==> config.mk <==
export PLATFORM = sky130hd
export DESIGN_NAME = dac_front_ctrl
export DESIGN_NICKNAME = d
export VERILOG_FILES = /design/src/rtl/dac_fe_pkg.sv /design/src/rtl/dac_fe_trig.sv /design/src/rtl/dac_fe_dreq.sv /design/src/rtl/dac_fe_chan.sv /design/src/rtl/dac_front_ctrl.sv
export SDC_FILE = /design/constraint.sdc
export NUM_CORES = 1
export LEC_CHECK = 0
export ABC_AREA = 1
export BUFFER_PORTS_ARGS = -buffer_cell sky130_fd_sc_hd__buf_2
export CORE_MARGIN = 2
export CORE_UTILIZATION = 54
export CTS_CLUSTER_DIAMETER = 30
export CTS_CLUSTER_SIZE = 16
export DETAILED_ROUTE_END_ITERATION = 10
export PLACE_DENSITY = 0.84
export SLEW_MARGIN = 10
export SYNTH_ARGS = -nofsm -noshare
export SYNTH_HDL_FRONTEND = slang
export SYNTH_SLANG_ARGS = --single-unit
export TNS_END_PERCENT = 50
==> constraint.sdc <==
create_clock -name clk -period 1.5 [get_ports clk]
set_input_delay 0.15 -clock clk [delete_from_list [all_inputs] [get_ports clk]]
set_output_delay 0.15 -clock clk [all_outputs]
set_load 0.02 [all_outputs]
==> src/rtl/dac_fe_pkg.sv <==
package dac_fe_pkg;
    localparam int CODE_W = 12;
    localparam int NUM_CH = 2;
    localparam logic [2:0] TSEL_SW = 3'd7;

    typedef enum logic [3:0] {
        A_CTRL   = 4'd0,
        A_SWTRIG = 4'd1,
        A_C0_R12 = 4'd2,
        A_C0_L12 = 4'd3,
        A_C0_R8  = 4'd4,
        A_C1_R12 = 4'd5,
        A_C1_L12 = 4'd6,
        A_C1_R8  = 4'd7,
        A_DU_R12 = 4'd8,
        A_DU_L12 = 4'd9,
        A_DU_R8  = 4'd10,
        A_OUT    = 4'd11,
        A_STAT   = 4'd12
    } reg_addr_e;

    typedef enum logic [1:0] {FMT_R12, FMT_L12, FMT_R8} fmt_e;

    typedef enum logic {DQ_IDLE, DQ_PEND} dreq_state_e;

    typedef struct packed {
        logic       udr_ie;
        logic       dma_en;
        logic [2:0] tsel;
        logic       trig_en;
        logic       en;
    } ch_cfg_t;

    function automatic logic [CODE_W-1:0] fmt_align(fmt_e f, logic [15:0] w);
        case (f)
            FMT_L12: return w[15:4];
            FMT_R8:  return {w[7:0], 4'b0000};
            default: return w[11:0];
        endcase
    endfunction
endpackage

==> src/rtl/dac_fe_trig.sv <==
module dac_fe_trig
    import dac_fe_pkg::*;
#(
    parameter int NUM_TMR = 4
) (
    input  logic               clk,
    input  logic               rst_n,
    input  logic               ext_in,
    input  logic [NUM_TMR-1:0] tmr_in,
    input  logic [2:0]         tsel,
    input  logic               sw_bit,
    output logic               fire,
    output logic               hw_fire
);
    localparam int NSRC = NUM_TMR + 1;

    logic [NSRC-1:0] src, prev_q, rise;
    logic            sel_rise, hw_q;

    assign src  = {tmr_in, ext_in};
    assign rise = src & ~prev_q;

    always_comb begin
        sel_rise = 1'b0;
        for (int i = 0; i < NSRC; i++) begin
            if (int'(tsel) == i) sel_rise = rise[i];
        end
    end

    always_ff @(posedge clk or negedge rst_n) begin
        if (!rst_n) begin
            prev_q <= '0;
            hw_q   <= 1'b0;
        end else begin
            prev_q <= src;
            hw_q   <= sel_rise;
        end
    end

    assign hw_fire = hw_q & (tsel != TSEL_SW);
    assign fire    = (tsel == TSEL_SW) ? sw_bit : hw_q;
endmodule

==> src/rtl/dac_fe_dreq.sv <==
module dac_fe_dreq
    import dac_fe_pkg::*;
(
    input  logic clk,
    input  logic rst_n,
    input  logic hw_go,
    input  logic dma_en,
    input  logic ack,
    output logic req,
    output logic underrun
);
    dreq_state_e state_q, state_d;

    always_ff @(posedge clk or negedge rst_n) begin
        if (!rst_n) state_q <= DQ_IDLE;
        else        state_q <= state_d;
    end

    always_comb begin
        state_d = state_q;
        unique case (state_q)
            DQ_IDLE: if (hw_go && dma_en) state_d = DQ_PEND;
            DQ_PEND: if (!hw_go && ack)   state_d = DQ_IDLE;
            default: state_d = DQ_IDLE;
        endcase
    end

    always_comb begin
        req      = (state_q == DQ_PEND);
        underrun = (state_q == DQ_PEND) && hw_go;
    end

    // a pending request stays up until it is acknowledged
    p_req_hold_r7: assert property (@(posedge clk) disable iff (!rst_n)
        req && !ack |=> req);
    // a request only starts from a hardware trigger with DMA enabled
    p_req_start_r7: assert property (@(posedge clk) disable iff (!rst_n)
        $rose(req) |-> $past(hw_go && dma_en));
endmodule

==> src/rtl/dac_fe_chan.sv <==
module dac_fe_chan
    import dac_fe_pkg::*;
#(
    parameter int NUM_TMR = 4
) (
    input  logic               clk,
    input  logic               rst_n,
    input  logic               en,
    input  logic               trig_en,
    input  logic [2:0]         tsel,
    input  logic               dma_en,
    input  logic               ext_in,
    input  logic [NUM_TMR-1:0] tmr_in,
    input  logic               sw_bit,
    input  logic               hold_we,
    input  logic [CODE_W-1:0]  hold_wv,
    input  logic               dma_ack,
    output logic [CODE_W-1:0]  code,
    output logic               dma_req,
    output logic               underrun,
    output logic               hw_go
);
    logic [CODE_W-1:0] hold_q;
    logic              fire, hw_fire, go, load;

    dac_fe_trig #(.NUM_TMR(NUM_TMR)) u_trig (
        .clk    (clk),
        .rst_n  (rst_n),
        .ext_in (ext_in),
        .tmr_in (tmr_in),
        .tsel   (tsel),
        .sw_bit (sw_bit),
        .fire   (fire),
        .hw_fire(hw_fire)
    );

    assign go    = en & trig_en & fire;
    assign hw_go = en & trig_en & hw_fire;
    assign load  = en & (~trig_en | go);

    always_ff @(posedge clk or negedge rst_n) begin
        if (!rst_n) begin
            hold_q <= '0;
            code   <= '0;
        end else begin
            if (hold_we) hold_q <= hold_wv;
            if (load)    code   <= hold_q;
        end
    end

    dac_fe_dreq u_dreq (
        .clk     (clk),
        .rst_n   (rst_n),
        .hw_go   (hw_go),
        .dma_en  (dma_en),
        .ack     (dma_ack),
        .req     (dma_req),
        .underrun(underrun)
    );

    // a disabled channel keeps its code
    p_frozen_r12: assert property (@(posedge clk) disable iff (!rst_n)
        !en |=> $stable(code));
    // untriggered channel follows its holding value one clock later
    p_direct_r4: assert property (@(posedge clk) disable iff (!rst_n)
        en && !trig_en |=> code == $past(hold_q));
endmodule

==> src/rtl/dac_front_ctrl.sv <==
module dac_front_ctrl
    import dac_fe_pkg::*;
#(
    parameter int NUM_TMR = 4
) (
    input  logic                       clk,
    input  logic                       rst_n,
    input  logic                       bus_wr,
    input  logic [3:0]                 bus_addr,
    input  logic [31:0]                bus_wdata,
    output logic [31:0]                bus_rdata,
    input  logic                       ext_trig,
    input  logic [NUM_TMR-1:0]         tmr_trig,
    input  logic [NUM_CH-1:0]          dma_ack,
    output logic [NUM_CH*CODE_W-1:0]   dac_code,
    output logic [NUM_CH-1:0]          dma_req,
    output logic                       irq
);
    ch_cfg_t [NUM_CH-1:0]             ctrl_q, ctrl_nxt;
    logic    [NUM_CH-1:0]             sw_q, udr_q, udr_set, udr_clr, hw_go, hold_we, ie;
    logic    [NUM_CH-1:0][CODE_W-1:0] hold_wv, code_w;
    logic                             ctrl_wr, sw_wr;

    assign ctrl_wr = bus_wr && (bus_addr == A_CTRL);
    assign sw_wr   = bus_wr && (bus_addr == A_SWTRIG);

    // Control next value; selector frozen while the channel is enabled
    always_comb begin
        for (int c = 0; c < NUM_CH; c++) begin
            ctrl_nxt[c] = ch_cfg_t'(bus_wdata[c*8 +: 7]);
            if (ctrl_q[c].en) ctrl_nxt[c].tsel = ctrl_q[c].tsel;
        end
    end

    // Data write decode
    always_comb begin
        hold_we = '0;
        hold_wv = '0;
        if (bus_wr) begin
            case (bus_addr)
                A_C0_R12: begin hold_we = 2'b01; hold_wv[0] = fmt_align(FMT_R12, bus_wdata[15:0]); end
                A_C0_L12: begin hold_we = 2'b01; hold_wv[0] = fmt_align(FMT_L12, bus_wdata[15:0]); end
                A_C0_R8:  begin hold_we = 2'b01; hold_wv[0] = fmt_align(FMT_R8,  bus_wdata[15:0]); end
                A_C1_R12: begin hold_we = 2'b10; hold_wv[1] = fmt_align(FMT_R12, bus_wdata[15:0]); end
                A_C1_L12: begin hold_we = 2'b10; hold_wv[1] = fmt_align(FMT_L12, bus_wdata[15:0]); end
                A_C1_R8:  begin hold_we = 2'b10; hold_wv[1] = fmt_align(FMT_R8,  bus_wdata[15:0]); end
                A_DU_R12: begin
                    hold_we    = 2'b11;
                    hold_wv[0] = fmt_align(FMT_R12, bus_wdata[15:0]);
                    hold_wv[1] = fmt_align(FMT_R12, bus_wdata[31:16]);
                end
                A_DU_L12: begin
                    hold_we    = 2'b11;
                    hold_wv[0] = fmt_align(FMT_L12, bus_wdata[15:0]);
                    hold_wv[1] = fmt_align(FMT_L12, bus_wdata[31:16]);
                end
                A_DU_R8: begin
                    hold_we    = 2'b11;
                    hold_wv[0] = fmt_align(FMT_R8, {8'h00, bus_wdata[7:0]});
                    hold_wv[1] = fmt_align(FMT_R8, {8'h00, bus_wdata[15:8]});
                end
                default: ;
            endcase
        end
    end

    assign udr_clr = (bus_wr && (bus_addr == A_STAT)) ? bus_wdata[NUM_CH-1:0] : '0;

    always_ff @(posedge clk or negedge rst_n) begin
        if (!rst_n) begin
            ctrl_q <= '0;
            sw_q   <= '0;
            udr_q  <= '0;
        end else begin
            if (ctrl_wr) ctrl_q <= ctrl_nxt;
            sw_q  <= sw_wr ? bus_wdata[NUM_CH-1:0] : '0;
            udr_q <= udr_set | (udr_q & ~udr_clr);
        end
    end

    for (genvar c = 0; c < NUM_CH; c++) begin : g_ch
        dac_fe_chan #(.NUM_TMR(NUM_TMR)) u_chan (
            .clk     (clk),
            .rst_n   (rst_n),
            .en      (ctrl_q[c].en),
            .trig_en (ctrl_q[c].trig_en),
            .tsel    (ctrl_q[c].tsel),
            .dma_en  (ctrl_q[c].dma_en),
            .ext_in  (ext_trig),
            .tmr_in  (tmr_trig),
            .sw_bit  (sw_q[c]),
            .hold_we (hold_we[c]),
            .hold_wv (hold_wv[c]),
            .dma_ack (dma_ack[c]),
            .code    (code_w[c]),
            .dma_req (dma_req[c]),
            .underrun(udr_set[c]),
            .hw_go   (hw_go[c])
        );
        assign ie[c] = ctrl_q[c].udr_ie;

        // trigger on a pending request marks an underrun
        p_udr_set_r8: assert property (@(posedge clk) disable iff (!rst_n)
            dma_req[c] && hw_go[c] |=> udr_q[c]);
        // strobe bits live for a single cycle
        p_sw_clear_r6: assert property (@(posedge clk) disable iff (!rst_n)
            sw_q[c] && !sw_wr |=> !sw_q[c]);
    end

    assign dac_code = code_w;
    assign irq      = |(udr_q & ie);

    // interrupt only with a recorded underrun
    p_irq_src_r9: assert property (@(posedge clk) disable iff (!rst_n)
        irq |-> (udr_q != '0));

    always_comb begin
        case (bus_addr)
            A_CTRL:   bus_rdata = {16'h0000, 1'b0, ctrl_q[1], 1'b0, ctrl_q[0]};
            A_SWTRIG: bus_rdata = {30'd0, sw_q};
            A_OUT:    bus_rdata = {4'h0, code_w[1], 4'h0, code_w[0]};
            A_STAT:   bus_rdata = {30'd0, udr_q};
            default:  bus_rdata = '0;
        endcase
    end
endmodule

==> reports/qor.yml, run 1 <==
cts:
  cts.sinks: 75
  cts_tree: "yes"
  clkLatencyLatePin_ns: 0.35
  htree_levels: 3
  cts_setup_buffers: 0
  cts_buffers: 9
  cts_buffer_depth: 2
  clkTransAtPathRegs_ns: 0.09
  cts_root_buf: "clkbuf_8"
pwr:
  switching_share: 0.392
  leakagePower_nw: 2.92
  seqPwrFrac: 0.432
  internal_power_mw: 4.26
  max-vdd-ir-drop_mv: 0.593
  finalPower_mw: 7.01
  pwr-share-comb: 0.316
  clockPowerShare: 0.252
  p_per_area_nw_per_um2: 1370
  switchingPower_mw: 2.75
floorplan:
  fp.dieW_um: 92.0
  die_area_um2: 8460
  fp.dieH_um: 92.0
  io_pins: 105
  initial_core_util: 0.549
  rows: 32
  core_area_um2: 7610
drt:
  drt_first_iter_violations: 302
  first_pass_iters: 5
  vias: 4385
  detail_route.wl_per_cell_um: 15.2
  routed_wl_mm: 12.5
  route.detailed.drc: 0
  vias_per_cell: 5.32
  final_antenna_net_count: 0
job:
  cap_violations: 0
finish:
  drive_gt1_frac: 0.208
  final_common_cell: "nand2_1"
  final_cell_mix: "nand2_1, buf_2, dfrtp_1, nand3_1, inv_1"
  stdcell_count: 824
  diodes: 0
  areaGrowthSynthToFinish_pct: 22.9
  n_fill_cell: 662
  final_nets: 763
grt:
  grt_overflow: 0
  grt_max_degree: 76
  antenna_found_initial: 0
  grt_pass1_vias: 4113
  grtUsageTotal: 0.303
  grt_first_pass_wirelength_mm: 20.1
setup_path:
  arrival_ns: 1.33
  crit_type: "reg2out"
  max_stage_delay_ns: 0.41
  critPathLaunchType: "flip-flop"
  worstSetupEndpointType: "output pin"
  crit_required_ns: 1.35
  critPathMaxFanout: 3
  crit_chain: "inv_1, o2111ai_1, buf_4"
  cp_num_buf_inv: 2
  cp_top_family: "flip-flops"
  slowest_stage: "dfrtp_1"
synth:
  synth_area_leaders: "dfrtp_1, nand2_1, nand3_1"
  syn_area_um2: 4180
  synth_top_area_share: 0.449
  synth_seq_cells: 75
  yosysWarnings: 0
  post_synth.cell_area_avg_um2: 6.93
  ys_seq_area_frac: 0.449
  yosys.area.top_type: "dfrtp_1"
  synth_cells: 603
  synth.distinct_cells: 27
sta:
  final.setup.tns_ns: 0
  drv_slew: 0
  rsz0062_at_grt: "no"
  fin_crit_sh: 0.986
  slew_headroom: 0.477
  max_freq_mhz: 676
  hold_viol: 0
  skew_ns: 0.00873
  worstMarginPinSlew_ns: 0.781
  holdWs_ns: 0.0587
  worst_slack_ns: 0.0213
  min_period_ns: 1.48
  setup_violations: 0
placed_design:
  io_buffers: 99
  dp.cells: 802
  dp_slack_ns: -0.0407
  place_congestion: 0.902
  detailed_place_hpwl_mm: 9.25
status:
  status: "complete, no violations"
hold_path:
  hp-class: "in2reg"
## synth_stat cells (all sizes together)
master and instances:
nand2 260, nor2 39, nand4 4, o22ai 2
inv 59, conb 1, a22oi 2, dfrtp 75
nand3 75, o21ai 44, a21oi 6, o2111ai 2
or2 2, buf 24, clkbuf 4, clkinv 1
a22o 1, nor3 2
## power groups by stage
stage | registers, mW | clock network, mW | logic [mW]
after floorplan | 3.33 | 0 | 0.999
after global placement | 3.02 | 0 | 2.11
after detailed placement | 3.05 | 0 | 2.19
after CTS | 3.02 | 1.78 | 2.21
after global routing | 3.09 | 1.84 | 2.45
final | 3.03 | 1.77 | 2.21
## per-stage QoR
step | area [µm²] | util
after global routing | 5130 | 0.675
after floorplan | 4190 | -
after detailed placement | 4830 | 0.636
after global placement | 4830 | 0.636
final | 5130 | 0.675
after CTS | 5120 | 0.673
## final timing paths
| path | startpoint | end | slack, ns | depth (start not counted) |
|---|---|---|---|---|
| max | ctrl_q[1] | bus_rdata[1] | 0.02 | 3 |
| min | dma_ack[1] | g_ch[1].u_chan.u_dreq.req | 0.06 | 3 |
| max reg2reg | ctrl_q[10] | g_ch[1].u_chan.code[0] | 0.08 | 8 |
| min reg2reg | g_ch[0].u_chan.hold_q[7] | g_ch[0].u_chan.hold_q[7] | 0.48 | 2 |
| max in group asynchronous | rst_n | g_ch[1].u_chan.hold_q[8] | 0.82 | 3 |
| min in group asynchronous | rst_n | g_ch[0].u_chan.code[2] | 0.35 | 3 |
## layout make-up
class | count | area, µm² | share of cell area
multi-input cells | 444 | 1930 | 0.376
flip-flops and latches | 75 | 1880 | 0.366
repair buffers | 127 | 748 | 0.146
inverters | 60 | 228 | 0.0444
clock buffers | 9 | 124 | 0.0241
clock inverters | 7 | 98.8 | 0.0193
well taps | 102 | 128 | 0.0249
## worst register-to-register path: stages, from the launching register on
cell and delay (ns):
dfrtp_1 0.39, nand2_1 0.07, inv_1 0.08, nand2_1 0.09, nand2_1 0.07, nand3_1 0.11, nand2_1 0.28, nand2_1 0.15
nand2_1 0.07
## state kept, by name (all words and copies together), names as in the netlist
| register | cells |
|---|---|
| ctrl_q | 14 |
| g_ch.u_chan.code | 24 |
| g_ch.u_chan.hold_q | 24 |
| udr_q | 2 |
| g_ch.u_chan.u_trig.hw_q | 2 |
| sw_q | 2 |
| g_ch.u_chan.u_trig.prev_q | 5 |
| g_ch.u_chan.u_dreq.req | 2 |
## layer usage
metal,part of all wire,track usage
met1,0.43,0.415
met2,0.47,0.496
met3,0.079,0.0567
met4,0.017,0.0846
met5,0,0
## repair_timing
action / CTS / global route
gates resized for setup: 2 / 4
hold buffers: 6 / 0
endpoints found under the setup margin: 2 / 14
hold endpoints to repair: 80 / 0
## logic make-up after synthesis
kind of cell	after synthesis	share of synthesized area
AND/OR/NAND/NOR	382	0.382
other	1	0.000898
AO/OA/AOI/OAI	57	0.0728
buffers and inverters	88	0.0949
flip-flops	75	0.449
(Power assumes the default switching activity.)
==> run 2: changes to the inputs <==
Settings changed: ABC_AREA 1 to not set, PLACE_DENSITY 0.84 to 0.8, SKIP_LAST_GASP set to 1.
==> run 2 against run 1 <==
Compared with the run above:
- the run now ends with setup timing left
- clock skew is 0.0028 ns higher
- critical path depth is 2 higher
- sequential cell count stayed put
- sequential power is 4% lower
- count of clock-buffer cells in the layout is 1 higher
- critical endpoint is now g_ch[0].u_chan.code[3]
- largest cell class unchanged
==> reports/qor.yml, run 2 <==
placed_design:
  io_buffers: 99  # unchanged
  place_congestion: 0.890  # -1.3%
  detailed_place_hpwl_mm: 8.83  # -4.6%
  dp.cells: 604  # -25%
cts:
  cts_tree: "yes"
  clkLatencyLatePin_ns: 0.35  # about the same
  clkTransAtPathRegs_ns: 0.08  # about the same
  cts_buffer_depth: 2  # unchanged
  cts.sinks: 75  # unchanged
  cts_root_buf: "clkbuf_8"
  cts_buffers: 9  # unchanged
  htree_levels: 3  # unchanged
synth:
  syn_area_um2: 4430  # +6.0%
  synth_seq_cells: 75  # unchanged
  synth_top_area_share: 0.424  # -0.0254
  synth_area_leaders: "dfrtp_1, mux2_2, mux2i_1"
  yosysWarnings: 0  # unchanged
  synth_edf_count: 0  # unchanged
  yosys.area.top_type: "dfrtp_1"
  synth.cells.most_frequent: "dfrtp_1, mux2_2, mux2i_1"
  yosysMostFrequentCell: "dfrtp_1"
  synthArstFlopShare: 1.00  # unchanged
  synth.distinct_cells: 64  # +140%
  synth_cells: 380  # -37%
  post_synth.cell_area_avg_um2: 11.7  # +68%
  synth-main-ff-cell: "dfrtp_1"
  ys_seq_area_frac: 0.424  # -0.0254
grt:
  grt_pass1_vias: 3649  # -11%
  antenna_found_initial: 0  # unchanged
  grt_max_degree: 76  # unchanged
  grt_first_pass_wirelength_mm: 18.9  # -6.1%
  grtUsageTotal: 0.281  # -0.0213
  grt_overflow: 0  # unchanged
drt:
  vias: 3752  # -14%
  drt_first_iter_violations: 207  # -31%
  final_antenna_net_count: 0  # unchanged
  first_pass_iters: 5  # unchanged
  route.detailed.drc: 0  # unchanged
  routed_wl_mm: 12.5  # -0.46%
  detail_route.wl_per_cell_um: 19.8  # +31%
  vias_per_cell: 5.97  # +12%
setup_path:
  crit_chain: "nand3_2, mux2_4, o21ai_4, buf_8, mux2_4"
  cp_top_family: "multiplexers"
  crit_required_ns: 1.74  # +0.39 ns
  critPathMaxFanout: 8  # +5
  critPathLaunchType: "flip-flop"
  reg2regPathDepth: 5  # -3
  max_stage_delay_ns: 0.41  # about the same
  cp_num_buf_inv: 1  # -1
  crit_type: "reg2reg"
  cp.depth: 5  # +2
  arrival_ns: 1.84  # +0.51 ns
  worstSetupEndpointType: "flip-flop"
  slowest_stage: "dfrtp_1"
  crit_top_cell: "mux2_4"
sta:
  final.setup.tns_ns: -2.02  # -2.02 ns
  fin_crit_sh: 1.06  # +0.0767
  rsz0062_at_grt: "yes"
  worst_slack_ns: -0.0938  # -0.115 ns
  min_period_ns: 1.59  # +0.115 ns
  hold_viol: 0  # unchanged
  drv_slew: 0  # unchanged
  holdWs_ns: 0.0650  # +0.00633 ns
  setup_violations: 27  # +27
  max_freq_mhz: 627  # -7.2%
  skew_ns: 0.0115  # +0.00281 ns
finish:
  areaGrowthSynthToFinish_pct: 27.9
  final_nets: 566  # -26%
  final_common_cell: "buf_2"
  stdcell_count: 628  # -24%
  seqCellArea_um2: 1880  # unchanged
  drive_gt1_frac: 0.474  # +0.266
  final_cell_mix: "buf_2, dfrtp_1, buf_4, mux2_4, mux2i_1"
  reg.largest.list: "g_ch.u_chan.code (24), g_ch.u_chan.hold_q (24), ctrl_q (14)"
  diodes: 0  # unchanged
  n_fill_cell: 613  # -7.4%
  multi_input_area_um2: 2330  # +21%
floorplan:
  rows: 33  # +3.1%
  initial_core_util: 0.547  # -0.00202
  core_area_um2: 8090  # +6.4%
  io_pins: 105  # unchanged
  die_area_um2: 8940  # +5.7%
  fp.dieW_um: 94.6  # +2.8%
  fp.dieH_um: 94.6  # +2.8%
pwr:
  pwr-share-comb: 0.355  # +0.039
  p_per_area_nw_per_um2: 1250  # -8.2%
  clockPowerShare: 0.234  # -0.018
  switchingPower_mw: 2.40  # -13%
  leakagePower_nw: 2.90  # -0.77%
  seqPwrFrac: 0.410  # -0.022
  max-vdd-ir-drop_mv: 0.825  # +39%
  internal_power_mw: 4.70  # +10%
  switching_share: 0.339  # -0.0534
hold_path:
  whs_path_depth: 3  # unchanged
  hp-class: "in2reg"
status:
  status: "finished, violations left"
  violations: "setup timing"
job:
  cap_violations: 0  # unchanged
run 2: layer usage:
metal	routed length (µm)	GRT usage	vias to the layer above
li1	-	-	1684
met1	5010	0.349	1844
met2	6160	0.480	177
met3	760	0.0367	47
met4	525	0.149	0
met5	0	0	-
run 2: worst reg2reg max path, stage by stage (launching register included):
cell     delay (ns)
dfrtp_1        0.41
nand3_2        0.09
mux2_4         0.32
o21ai_4        0.18
buf_8          0.17
mux2_4         0.31
run 2: cells by family after synthesis:
| group | share of synthesized area |
|---|---|
| other cells | 0.000847 |
| xor+xnor | 0.00367 |
| buf+inv | 0.0706 |
| simple gates | 0.126 |
| mux | 0.217 |
| compound gates | 0.158 |
| flops | 0.424 |
run 2: worst paths after layout:
kind | start | endpoint | slack (ns)
setup reg to reg | ctrl_q[4] | g_ch[0].u_chan.code[3] | -0.09
min in group asynchronous | rst_n | g_ch[1].u_chan.code[10] | 0.35
hold reg to reg | g_ch[1].u_chan.hold_q[10] | g_ch[1].u_chan.code[10] | 0.50
max in group asynchronous | rst_n | g_ch[0].u_chan.code[0] | 0.81
setup / recovery | ctrl_q[4] | g_ch[0].u_chan.code[3] | -0.09
hold / removal | dma_ack[0] | g_ch[0].u_chan.u_dreq.req | 0.07
run 2: stage by stage:
step	instance area, µm²	utilization	power, mW	setup WS [ns]
after CTS	5620	0.694	7.06	-0.0950
after floorplan	4470	-	4.38	-0.130
after detailed placement	5290	0.653	5.25	-0.0866
after global routing	5660	0.700	7.42	-0.145
after global placement	5290	0.653	5.16	-0.0949
final	5660	0.700	7.10	-0.0938
run 2: final cells by class:
cell class              count  share of cell area
multi-input cells         260               0.411
flip-flops and latches     75               0.331
repair buffers            162               0.190
well taps                 105              0.0232
clock buffers              10              0.0225
clock inverters             4              0.0135
inverters                  12             0.00796
run 2: power by group through the flow:
stage / Clock (mW) / Sequential [mW] / Combinational (mW)
6_report: 1.67 / 2.91 / 2.52
5_1_grt: 1.76 / 2.97 / 2.69
4_1_cts: 1.69 / 2.90 / 2.47
3_5_place_dp: 0 / 2.93 / 2.32
3_3_place_gp: 0 / 2.89 / 2.26
2_1_floorplan: 0 / 3.19 / 1.19
run 2: what timing repair did:
item,4_1_cts,5_1_grt
hold buffers,6,0
resized for setup,14,7
hold endpoints to repair,80,0
pin swaps,3,2
setup buffers,2,2
endpoints found under the setup margin,38,38
==> run 3: changes to the inputs <==
Clock period 1.5 ns to 1.8 ns, I/O delays scaled along.
==> run 3 against run 2 <==
Compared with the run above:
- register-to-register slack gained 0.21 ns
- the run now ends clean
- routed wire length is 7.2% lower
- largest power group unchanged
- fmax fell by 5.1%
- cell count down 4.8%
- highest routed layer unchanged
- die area unchanged
- combinational power is 25% lower
- critical endpoint is now g_ch[1].u_chan.code[9]
==> reports/qor.yml, run 3 (synthesized netlist as in run 2, its figures left out) <==
sta:
  slew_headroom: 0.609
  final.setup.tns_ns: 0  # +2.02 ns
  skew_ns: 0.00841  # -0.00313 ns
  rsz0062_at_grt: "no"
  drv_slew: 0  # unchanged
  max_freq_mhz: 596  # -5.1%
  worst_slack_ns: 0.121  # +0.215 ns
  min_period_ns: 1.68  # +0.0854 ns
  fin_crit_sh: 0.933  # -0.130
  worstMarginPinSlew_ns: 0.586
  setup_violations: 0  # -100%
  hold_viol: 0  # unchanged
cts:
  cts_buffer_depth: 2  # unchanged
  cts_resized: 0  # -14
  clkTransAtPathRegs_ns: 0.08  # about the same
  cts.sinks: 75  # unchanged
  htree_levels: 3  # unchanged
  cts_root_buf: "clkbuf_8"
  clkLatencyLatePin_ns: 0.36  # about the same
  cts_tree: "yes"
  cts_buffers: 9  # unchanged
  cts_setup_buffers: 0  # -2
grt:
  grt_max_degree: 76  # unchanged
  antenna_found_initial: 0  # unchanged
  grt_pass1_vias: 3618  # -0.85%
  grt_overflow: 0  # unchanged
  grtUsageTotal: 0.275  # -0.00683
  grt_first_pass_wirelength_mm: 18.5  # -1.8%
status:
  status: "complete, no violations"
floorplan:
  fp.dieH_um: 94.6  # unchanged
  initial_core_util: 0.547  # unchanged
  fp.dieW_um: 94.6  # unchanged
  core_area_um2: 8090  # unchanged
  die_area_um2: 8940  # unchanged
  rows: 33  # unchanged
  io_pins: 105  # unchanged
pwr:
  switchingPower_mw: 1.99  # -17%
  max-vdd-ir-drop_mv: 0.740  # -10%
  switching_share: 0.354  # +0.0152
  clockPowerShare: 0.233  # about the same
  leakagePower_nw: 2.70  # -7.1%
  internal_power_mw: 3.64  # -23%
  finalPower_mw: 5.63  # -21%
  p_per_area_nw_per_um2: 1060  # -16%
  seqPwrFrac: 0.432  # +0.022
  pwr-share-comb: 0.334  # -0.021
drt:
  dr.max_layer_used: "met4"
  final_antenna_net_count: 0  # unchanged
  vias_per_cell: 5.99  # +0.31%
  dr_wl_met3_um: 797  # +4.9%
  drt_first_iter_violations: 286  # +38%
  routed_wl_mm: 11.6  # -7.2%
  vias: 3584  # -4.5%
  first_pass_iters: 4  # -1
  wl_met2_mm: 5.35  # -13%
  wl_met1_mm: 5.02  # +0.28%
  route.detailed.drc: 0  # unchanged
  detail_route.wl_per_cell_um: 19.3  # -2.5%
setup_path:
  arrival_ns: 1.92  # +0.08 ns
  regToRegStartpoint: "ctrl_q[11]"
  crit_required_ns: 2.04  # +0.30 ns
  critPathLaunchType: "flip-flop"
  crit_end: "g_ch[1].u_chan.code[9]"
  cp_top_family: "multiplexers"
  critPathLaunch: "ctrl_q[11]"
  r2r-end: "g_ch[1].u_chan.code[9]"
  crit_chain: "nand3_1, mux2_4, o21ai_4, buf_12, mux2_1"
  r2r_setup_slack_ns: 0.12  # +0.21 ns
  reg2regPathDepth: 5  # unchanged
  max_stage_delay_ns: 0.42  # about the same
  critPathMaxFanout: 12  # +4
  crit_type: "reg2reg"
  slowest_stage: "dfrtp_1"
  cp_num_buf_inv: 1  # unchanged
  cp.depth: 5  # unchanged
  worstSetupEndpointType: "flip-flop"
placed_design:
  detailed_place_hpwl_mm: 8.54  # -3.3%
  io_buffers: 99  # unchanged
  dp_slack_ns: 0.136  # +0.222 ns
  place_congestion: 0.926  # +4.1%
finish:
  final_cell_mix: "buf_2, dfrtp_1, mux2_2, mux2i_1, buf_4"
  reg.largest.list: "g_ch.u_chan.code (24), g_ch.u_chan.hold_q (24), ctrl_q (14)"
  final_nets: 534  # -5.7%
  final_common_cell: "buf_2"
  n_fill_cell: 672  # +9.6%
  areaGrowthSynthToFinish_pct: 20.3
  drive_gt1_frac: 0.436  # -0.0381
  diodes: 0  # unchanged
job:
  cap_violations: 0  # unchanged
hold_path:
  hp-class: "in2reg"
run 3: changes by cell type in the layout (fill, tap and decap cells not counted), sizes merged:
cell and delta:
clkinv +4, buf -32, clkbuf -1, bufinv -1
run 3: tightest hold or removal path, cell delays in order:
cell and delay [ns]:
buf_2 0.07, nor2b_1 0.11, nor2_1 0.05
run 3: stage by stage:
stage	hold WS (ns)	std cells	util	cell area [µm²]
floorplan	-0.116	384	-	4440
global placement	0.240	576	0.626	5060
detailed placement	0.242	576	0.626	5060
CTS	0.0944	598	0.658	5330
global route	0.0944	598	0.658	5330
finish	0.0979	598	0.658	5330
run 3: worst min-delay path by stage:
stage,startpoint,end,slack (ns),depth (start not counted)
finish,dma_ack[0],g_ch[0].u_chan.u_dreq.req,0.1,3
global route,dma_ack[0],g_ch[0].u_chan.u_dreq.req,0.09,3
CTS,dma_ack[0],g_ch[0].u_chan.u_dreq.req,0.09,3
detailed placement,rst_n,g_ch[1].u_chan.code[1],0.24,2
global placement,rst_n,g_ch[1].u_chan.code[5],0.24,2
floorplan,rst_n,ctrl_q[0],-0.12,0
run 3: metal layers:
metal  global-route usage  vias up
met5                    0        -
met4                0.120        0
met3               0.0503       26
met2                0.442      178
met1                0.365     1756
li1                     -     1624
run 3: timing repair:
action / in CTS / in global routing
hold buffers: 6 / 0
hold endpoints to repair: 80 / 0
endpoints found under the setup margin: 0 / 0
run 3: layout make-up:
cell class / count / area (µm²) / share of cell area
well taps: 105 / 131 / 0.0247
clock buffers: 9 / 124 / 0.0233
clock inverters: 7 / 77.6 / 0.0146
flip-flops and latches: 75 / 1880 / 0.352
inverters: 12 / 45.0 / 0.00846
repair buffers: 130 / 818 / 0.154
multi-input cells: 260 / 2250 / 0.423
run 3: power by group through the flow:
stage / clock network [mW] / registers (mW) / logic (mW)
after CTS: 1.34 / 2.43 / 1.89
after floorplan: 0 / 2.65 / 0.972
after global routing: 1.42 / 2.49 / 2.02
after global placement: 0 / 2.44 / 1.83
final: 1.31 / 2.43 / 1.88
after detailed placement: 0 / 2.47 / 1.86
